<file path="config.mk">
export PLATFORM = sky130hd
export DESIGN_NAME = fpu_exc_unit
export DESIGN_NICKNAME = d
export VERILOG_FILES = /design/src/rtl/fpu_exc_pkg.sv /design/src/rtl/fpu_exc_classify.sv /design/src/rtl/fpu_exc_round_dec.sv /design/src/rtl/fpu_exc_state.sv /design/src/rtl/fpu_exc_unit.sv
export SDC_FILE = /design/constraint.sdc
export NUM_CORES = 1
export LEC_CHECK = 0
export ABC_CLOCK_PERIOD_IN_PS = 1500
export BUFFER_PORTS_ARGS = -buffer_cell sky130_fd_sc_hd__buf_2
export CAP_MARGIN = 25
export CORE_AREA = 5 5 60 62
export CTS_CLUSTER_SIZE = 8
export DETAILED_ROUTE_END_ITERATION = 10
export DIE_AREA = 0 0 65 67
export GPL_TIMING_DRIVEN = 0
export PLACE_DENSITY = 0.75
export RECOVER_POWER = 50
export SYNTH_ARGS = -nofsm -noshare
export SYNTH_HDL_FRONTEND = slang
export SYNTH_HIERARCHICAL = 1
export SYNTH_SLANG_ARGS = --single-unit
</file>
<file path="constraint.sdc">
create_clock -name clk_i -period 1.5 [get_ports clk_i]
set_input_delay 0.3 -clock clk_i [delete_from_list [all_inputs] [get_ports clk_i]]
set_output_delay 0.3 -clock clk_i [all_outputs]
set_load 0.02 [all_outputs]
</file>
<file path="src/rtl/fpu_exc_pkg.sv">
package fpu_exc_pkg;
  localparam int unsigned WORD_W  = 32;
  localparam int unsigned EXC_W   = 5;
  localparam int unsigned FCC_W   = 2;
  localparam int unsigned FTT_W   = 3;
  localparam int unsigned VER_W   = 3;
  localparam int unsigned RND_W   = 2;

  localparam int unsigned CEXC_LSB = 0;
  localparam int unsigned AEXC_LSB = 5;
  localparam int unsigned FCC_LSB  = 10;
  localparam int unsigned FTT_LSB  = 14;
  localparam int unsigned VER_LSB  = 17;
  localparam int unsigned TEM_LSB  = 23;
  localparam int unsigned RND_LSB  = 30;

  typedef enum logic [1:0] {
    WR_NONE  = 2'd0,
    WR_FULL  = 2'd1,
    WR_NO_CC = 2'd2,
    WR_PART  = 2'd3
  } wr_kind_e;

  typedef struct packed {
    logic [RND_W-1:0] rnd;
    logic [EXC_W-1:0] tem;
    logic [FTT_W-1:0] ftt;
    logic [FCC_W-1:0] fcc;
    logic [EXC_W-1:0] aexc;
    logic [EXC_W-1:0] cexc;
  } fsr_t;

  function automatic fsr_t word_to_fsr(input logic [WORD_W-1:0] w);
    fsr_t r;
    r.cexc = w[CEXC_LSB +: EXC_W];
    r.aexc = w[AEXC_LSB +: EXC_W];
    r.fcc  = w[FCC_LSB  +: FCC_W];
    r.ftt  = w[FTT_LSB  +: FTT_W];
    r.tem  = w[TEM_LSB  +: EXC_W];
    r.rnd  = w[RND_LSB  +: RND_W];
    return r;
  endfunction

  function automatic logic [WORD_W-1:0] fsr_to_word(input fsr_t s,
                                                    input logic [VER_W-1:0] ver);
    logic [WORD_W-1:0] w;
    w = '0;
    w[CEXC_LSB +: EXC_W] = s.cexc;
    w[AEXC_LSB +: EXC_W] = s.aexc;
    w[FCC_LSB  +: FCC_W] = s.fcc;
    w[FTT_LSB  +: FTT_W] = s.ftt;
    w[VER_LSB  +: VER_W] = ver;
    w[TEM_LSB  +: EXC_W] = s.tem;
    w[RND_LSB  +: RND_W] = s.rnd;
    return w;
  endfunction
endpackage

</file>
<file path="src/rtl/fpu_exc_classify.sv">
module fpu_exc_classify
  import fpu_exc_pkg::*;
(
  input  logic             done_i,
  input  logic [EXC_W-1:0] flags_i,
  input  logic [EXC_W-1:0] tem_i,
  output logic [EXC_W-1:0] cexc_o,
  output logic             hit_o
);
  logic [EXC_W-1:0] enabled;

  for (genvar i = 0; i < EXC_W; i++) begin : g_bit
    assign cexc_o[i]  = done_i & flags_i[i];
    assign enabled[i] = cexc_o[i] & tem_i[i];
  end

  assign hit_o = |enabled;
endmodule

</file>
<file path="src/rtl/fpu_exc_round_dec.sv">
module fpu_exc_round_dec #(
  parameter int unsigned SEL_W = 2,
  localparam int unsigned N    = 1 << SEL_W
) (
  input  logic             clk_i,
  input  logic             rst_ni,
  input  logic [SEL_W-1:0] sel_i,
  output logic [N-1:0]     mode_o
);
  for (genvar i = 0; i < N; i++) begin : g_mode
    assign mode_o[i] = (sel_i == SEL_W'(i));
  end

  assert_round_onehot_R7: assert property (@(posedge clk_i) disable iff (!rst_ni)
    $onehot(mode_o));
endmodule

</file>
<file path="src/rtl/fpu_exc_state.sv">
module fpu_exc_state
  import fpu_exc_pkg::*;
#(
  parameter logic [FTT_W-1:0] TRAP_CODE = 3'd1
) (
  input  logic              clk_i,
  input  logic              rst_ni,
  input  logic              done_i,
  input  logic [EXC_W-1:0]  cexc_i,
  input  logic              hit_i,
  input  wr_kind_e          wr_kind_i,
  input  logic [WORD_W-1:0] wr_data_i,
  output fsr_t              st_o,
  output logic              trap_o
);
  fsr_t st_q, st_d, wr_st;
  logic trap_q, trap_d;

  always_comb begin
    st_d   = st_q;
    trap_d = 1'b0;
    wr_st  = word_to_fsr(wr_data_i);
    unique case (wr_kind_i)
      WR_FULL:  st_d = wr_st;
      WR_NO_CC: begin
        st_d     = wr_st;
        st_d.fcc = st_q.fcc;
      end
      WR_PART: begin
        st_d     = wr_st;
        st_d.fcc = st_q.fcc;
        st_d.ftt = st_q.ftt;
      end
      default: begin
        if (done_i) begin
          st_d.cexc = cexc_i;
          if (hit_i) begin
            st_d.ftt = TRAP_CODE;
            trap_d   = 1'b1;
          end else begin
            st_d.aexc = st_q.aexc | cexc_i;
            st_d.ftt  = '0;
          end
        end
      end
    endcase
  end

  always_ff @(posedge clk_i or negedge rst_ni) begin
    if (!rst_ni) begin
      st_q   <= '0;
      trap_q <= 1'b0;
    end else begin
      st_q   <= st_d;
      trap_q <= trap_d;
    end
  end

  assign st_o   = st_q;
  assign trap_o = trap_q;

  assert_trap_sets_type_R3: assert property (@(posedge clk_i) disable iff (!rst_ni)
    trap_q |-> (st_q.ftt == TRAP_CODE));

  assert_trap_keeps_accrued_R4: assert property (@(posedge clk_i) disable iff (!rst_ni)
    trap_q |-> $stable(st_q.aexc));

  assert_masked_accumulates_R5: assert property (@(posedge clk_i) disable iff (!rst_ni)
    (done_i && wr_kind_i == WR_NONE && !hit_i) |=>
      (((st_q.aexc & $past(cexc_i)) == $past(cexc_i)) && st_q.ftt == '0 && !trap_q));

  assert_idle_holds_R6: assert property (@(posedge clk_i) disable iff (!rst_ni)
    (!done_i && wr_kind_i == WR_NONE) |=> ($stable(st_q) && !trap_q));

  assert_part_keeps_type_R10: assert property (@(posedge clk_i) disable iff (!rst_ni)
    (wr_kind_i == WR_PART) |=> ($stable(st_q.ftt) && $stable(st_q.fcc)));

  assert_write_wins_R12: assert property (@(posedge clk_i) disable iff (!rst_ni)
    (wr_kind_i != WR_NONE) |=> !trap_q);
endmodule

</file>
<file path="src/rtl/fpu_exc_unit.sv">
module fpu_exc_unit
  import fpu_exc_pkg::*;
#(
  parameter logic [VER_W-1:0] VERSION_ID = 3'd5,
  parameter logic [FTT_W-1:0] TRAP_CODE  = 3'd1
) (
  input  logic              clk_i,
  input  logic              rst_ni,
  input  logic              op_done_i,
  input  logic              flag_invalid_i,
  input  logic              flag_overflow_i,
  input  logic              flag_underflow_i,
  input  logic              flag_divzero_i,
  input  logic              flag_inexact_i,
  input  logic [1:0]        wr_kind_i,
  input  logic [WORD_W-1:0] wr_data_i,
  output logic [WORD_W-1:0] rd_data_o,
  output logic [(1<<RND_W)-1:0] round_mode_o,
  output logic              trap_req_o
);
  logic [EXC_W-1:0] flags, cexc;
  logic             hit;
  fsr_t             st;
  wr_kind_e         wr_kind;

  // invalid is the most significant exception bit
  assign flags   = {flag_invalid_i, flag_overflow_i, flag_underflow_i,
                    flag_divzero_i, flag_inexact_i};
  assign wr_kind = wr_kind_e'(wr_kind_i);

  fpu_exc_classify u_classify (
    .done_i (op_done_i),
    .flags_i(flags),
    .tem_i  (st.tem),
    .cexc_o (cexc),
    .hit_o  (hit)
  );

  fpu_exc_state #(.TRAP_CODE(TRAP_CODE)) u_state (
    .clk_i    (clk_i),
    .rst_ni   (rst_ni),
    .done_i   (op_done_i),
    .cexc_i   (cexc),
    .hit_i    (hit),
    .wr_kind_i(wr_kind),
    .wr_data_i(wr_data_i),
    .st_o     (st),
    .trap_o   (trap_req_o)
  );

  fpu_exc_round_dec #(.SEL_W(RND_W)) u_round (
    .clk_i (clk_i),
    .rst_ni(rst_ni),
    .sel_i (st.rnd),
    .mode_o(round_mode_o)
  );

  assign rd_data_o = fsr_to_word(st, VERSION_ID);

  assert_cexc_loaded_R2: assert property (@(posedge clk_i) disable iff (!rst_ni)
    (op_done_i && wr_kind_i == 2'd0) |=> (rd_data_o[4:0] == $past(flags)));

  assert_trap_pulse_R3: assert property (@(posedge clk_i) disable iff (!rst_ni)
    (op_done_i && wr_kind_i == 2'd0 && (flags & rd_data_o[27:23]) != '0) |=> trap_req_o);

  assert_full_write_R8: assert property (@(posedge clk_i) disable iff (!rst_ni)
    (wr_kind_i == 2'd1) |=> (rd_data_o[11:10] == $past(wr_data_i[11:10])));
endmodule

</file>
### After elaboration in Yosys (flattened, before gate mapping)

Cells that the tools add are included.

* equal/unequal tests: 7
* shifts and indexed selects: 0
* bitwise operators: 12
* add/subtract/negate cells: 0
* $lt $le $gt $ge: 0
* div/mod/pow operators: 0
* muxes and demuxes: 9
* reductions and logical operators: 8
* multiply operators: 0

Operators by type and width (number)
* $mux W10: 2
* $and A1 B1 Y1: 10
* $eq A2 B2 Y1 const B: 4
* $pmux W3 S2: 1
* $mux W5: 1
* $or A5 B5 Y5: 1
* $reduce_or A5 Y1: 1
* $eq A2 B1 Y1 const B: 2
* $mux W1: 4
* $reduce_and A2 Y1: 2
* $reduce_bool A2 Y1: 2
* $mux W3: 1
* $reduce_or A3 Y1: 1
* $logic_not A2 Y1: 1
* $ne A2 B2 Y1 const B: 1
* $reduce_or A2 Y1: 1
* $not A1 Y1: 1

* output and inout port bits: 37
* memory bits (writable): 0
* bits in registers: 23
* word-level logic and storage cells: 43
* memories kept: 0
* ROM bits: 0
* latch bits: 0

### Logic depth before layout (Yosys ltp)

* depth in word-level cells: 6
* depth in mapped cells: 7

### Modules after synthesis

Netlist, hierarchy kept.

By module, submodules not included
* fpu_exc_state: cells each 84, area an instance 1007.2 µm², instances 1, seq. area each 575.6 µm²
* fpu_exc_unit: cells each 12, area an instance 82.6 µm², instances 1, seq. area each 0.0 µm²
* fpu_exc_classify: cells each 8, area an instance 56.3 µm², instances 1, seq. area each 0.0 µm²
* fpu_exc_round_dec: cells each 4, area an instance 26.3 µm², instances 1, seq. area each 0.0 µm²

### Worst setup path before layout

OpenSTA, ideal clock, no wires.

* kind: register -> register
* start point: register u_state.st_q, in the netlist u_state/st_o[17]
* end point: register u_state.st_q, in the netlist u_state/st_o[5]
* buffers on the path: 0
* arrival: 1.343 ns
* slack: 0.080 ns
* setup time: 0.077 ns
* cell stages (with the launch flop): 6
* cell sequence: dfrtp_1 -> a222oi_1 -> a21boi_1 -> and2b_2 -> a21oi_1 -> a21oi_1

* longest elaborated chain between the ends: 4

RTL lines
* from (decl): line fpu_exc_state.sv:16 `fsr_t st_q, st_d, wr_st;`
* from (signal assigned): line fpu_exc_state.sv:54 `st_q <= st_d;`
* $and A1 B1 Y1: line fpu_exc_classify.sv:14 `assign enabled[i] = cexc_o[i] & tem_i[i];`
* $reduce_or A5 Y1: line fpu_exc_classify.sv:17 `assign hit_o = |enabled;`
* net hit: line fpu_exc_unit.sv:22 `logic hit;`
* $ne A2 B2 Y1 (no line)
* $reduce_and A2 Y1 (no line)

The timed path passes the listed nets, and every way through them passes these cells.
A chain may end at the register's enable or synchronous reset.

### Worst setup path in the final report

Same ends and word-level chain as after synthesis.

==> flow_metrics.env <==
export IMPL_synthCells=108
export IMPL_vias=999
export IMPL_rows=20
export IMPL_ys_ff_latch=23
export IMPL_cts_buffer_depth=2
export IMPL_max_freq_mhz=697
export IMPL_synth_top_family_by_area="multiplexers"
export IMPL_drcViolationCount=0
export IMPL_criticalPathCategory="reg -> reg"
export IMPL_die_x_um=65
export IMPL_gp_congestion=0.750
export IMPL_io_buffers=58
export IMPL_dieHeight_um=67
export IMPL_synthSimpleGateAreaFrac_pct=12.2
export IMPL_finalCoreUtilization_pct=53.2
export IMPL_yosysWarnings=6
export IMPL_syn2layout_area_growth_pct=35.1
export IMPL_hpwl_mm=2.32
export IMPL_min_path_type="in -> reg"
export IMPL_hp_start="wr_data_i[14]"
export IMPL_core_area_um2=2980
export IMPL_startpoint="u_state/st_o[17]"
export IMPL_nNetsFinal=227
export IMPL_yosys_area_share_adder_pct=4.27
export IMPL_skew_ps=7.62
export IMPL_post_drt_wl_per_cell_um=13.3
export IMPL_final_area_um2=1580
export IMPL_crit_required_ps=1730
export IMPL_drive_gt1_share_pct=50.0
export IMPL_initial_utilization_pct=39.4
export IMPL_ys_async_sr_fraction_pct=100
export IMPL_drt_pass1_iterations=4
export IMPL_synth_top_area_share_pct=49.1
export IMPL_drv_cap=0
export IMPL_setup_viol=0
export IMPL_placed_cell_area_um2=1530
export IMPL_cts_tree="built"
export IMPL_antenna_found_initial=0
export IMPL_grt_pass1_wl_mm=4.59
export IMPL_layout_commonest_cell="buf_2"
export IMPL_cts_buffers=3
export IMPL_yosysSeqAreaShare_pct=49.1
export IMPL_die_area_um2=4360
export IMPL_arrival_ps=1670
export IMPL_grt_overflow_total=0
export IMPL_regToRegSetupSlack_ps=60
export IMPL_synth_area_um2=1170
export IMPL_cts_root_buffer="clkbuf_4"
export IMPL_synth_main_ff_cell="dfrtp_1"
export IMPL_crit_path_start_kind="register"
export IMPL_rsz0062_at_grt="true"
export IMPL_ios=79
export IMPL_n_fill_cell=286
export IMPL_setup_worst_path_end_class="register"
export IMPL_slew_viol_final=0
export IMPL_synth_xor_area_share_pct=0
export IMPL_tightest_slew_ps=577
export IMPL_cp_max_fo=5
export IMPL_grt_max_degree=24
export IMPL_leakage_nw=0.842
export IMPL_grt_pass1_vias=1058
export IMPL_hold_viol=0
export IMPL_most_common_layout_cells="buf_2 (57), dfrtp_1 (23), nor2_1 (13), a21oi_1 (13), buf_4 (12)"
export IMPL_synthMuxAreaShare_pct=12.9
export IMPL_initialDrtViolationCount=47
export IMPL_routed_via_density=4.69
export IMPL_period_share_pct=95.7
export IMPL_preCtsSetupSlack_ps=34.5
export IMPL_path_clk_slew_ps=130
export IMPL_peakVddDrop_v=0.000471
export IMPL_worst_slack_ps=64.7
export IMPL_track_usage_pct=13.6
export IMPL_routed_wl_mm=2.83
export IMPL_clock_latency_ps=300
export IMPL_htree_levels=1
export IMPL_synth_compound_area_share_pct=11.2
export IMPL_synth_edf_count=0
export IMPL_max_slew_margin_rel_pct=61.5
export IMPL_outcome="complete, no violations"
export IMPL_regToRegStartpoint="u_state/st_o[17]"
export IMPL_synth_area_leaders="dfrtp_1 (49%), mux2_2 (8.6%), buf_4 (7.7%), a21oi_1 (6.4%), ha_1 (4.3%)"
export IMPL_ant_nets=0
export IMPL_syn_area_per_cell_um2=10.9
export IMPL_period_minus_slack_ps=1440
export IMPL_synth_area_leader_cell="dfrtp_1"
export IMPL_power_density_nw_per_um2=896
export IMPL_yosysUniqueCellTypes=26
export IMPL_cts_sinks=23
export IMPL_antennaDiodeCount=0
==> worst max-delay path, stage by stage (launching register included) <==
cell and delay [ps]:
dfrtp_1 410, a222oi_1 360, a21boi_2 110, and2b_2 270, a21oi_1 80, a21oi_1 130
==> per-stage QoR <==
stage | cells | hold WS (ps) | setup TNS, ps | power (W)
floorplan | 116 | 4.41 | 0 | 0.000982
global placement | 207 | 285 | 0 | 0.00113
detailed placement | 207 | 311 | 0 | 0.00114
CTS | 212 | 202 | 0 | 0.00143
global route | 213 | 183 | -45.6 | 0.00151
finish | 213 | 215 | 0 | 0.00142
==> final timing paths <==
check / cells past startpoint / end
worst max-delay path: 5 / u_state/st_o[5]
worst min-delay path: 3 / u_state/st_o[12]
worst max register to register: 5 / u_state/st_o[5]
worst min register to register: 1 / u_state/st_o[14]
max in group asynchronous: 2 / u_state/trap_o
min in group asynchronous: 2 / u_state/st_o[11]
==> synthesized netlist by cell type (2+ instances only) <==
cell and n:
a21oi_1 15, a22o_1 2, and2_1 5, and2b_2 2
buf_4 12, conb_1 2, dfrtp_1 23, ha_1 4
inv_1 2, mux2_2 9, mux2i_1 5, nor2_1 13
==> where the power goes <==
| group | leakage [nW] | switching, W | internal (W) | total [W] |
|---|---|---|---|---|
| Clock | 0.0150 | 0.000181 | 0.000104 | 0.000284 |
| Combinational | 0.555 | 0.000242 | 0.000177 | 0.000418 |
| Sequential | 0.272 | 0.0000368 | 0.000680 | 0.000717 |
| Total | 0.842 | 0.000459 | 0.000960 | 0.00142 |
==> per-layer routing <==
| layer | global-route usage, % | share of wire, % |
|---|---|---|
| met5 | 0 | 0 |
| met4 | 3.96 | 1.3 |
| met3 | 4.55 | 11 |
| met2 | 24.1 | 51 |
| met1 | 15.3 | 37 |
==> cell type report <==
class / instances / area, µm² / share of cell area, %
plain buffers: 14 / 103 / 6.48
repair buffers: 60 / 307 / 19.4
multi-input cells: 77 / 524 / 33.1
well taps: 33 / 41.3 / 2.61
flip-flops and latches: 23 / 576 / 36.3
inverters: 2 / 7.51 / 0.474
clock buffers: 4 / 26.3 / 1.66
==> registers in the layout, indices dropped and copies added, names as in the netlist <==
| signal | count |
|---|---|
| u_state/trap_o | 1 |
| u_state/st_o | 22 |
==> repair_timing <==
item / 4_1_cts / 5_1_grt
endpoints found under the hold margin: 23 / 0
setup buffers: 0 / 1
resized for setup: 0 / 3
setup endpoints to repair: 0 / 5
hold buffers: 1 / 0
==> cells by family after synthesis <==
family / count (synthesis)
compound gates: 22
fa+ha+maj: 4
buf+inv: 16
flops: 23
mux: 14
other cells: 2
simple gates: 27
Note: power is estimated with default switching activity, not from simulation.
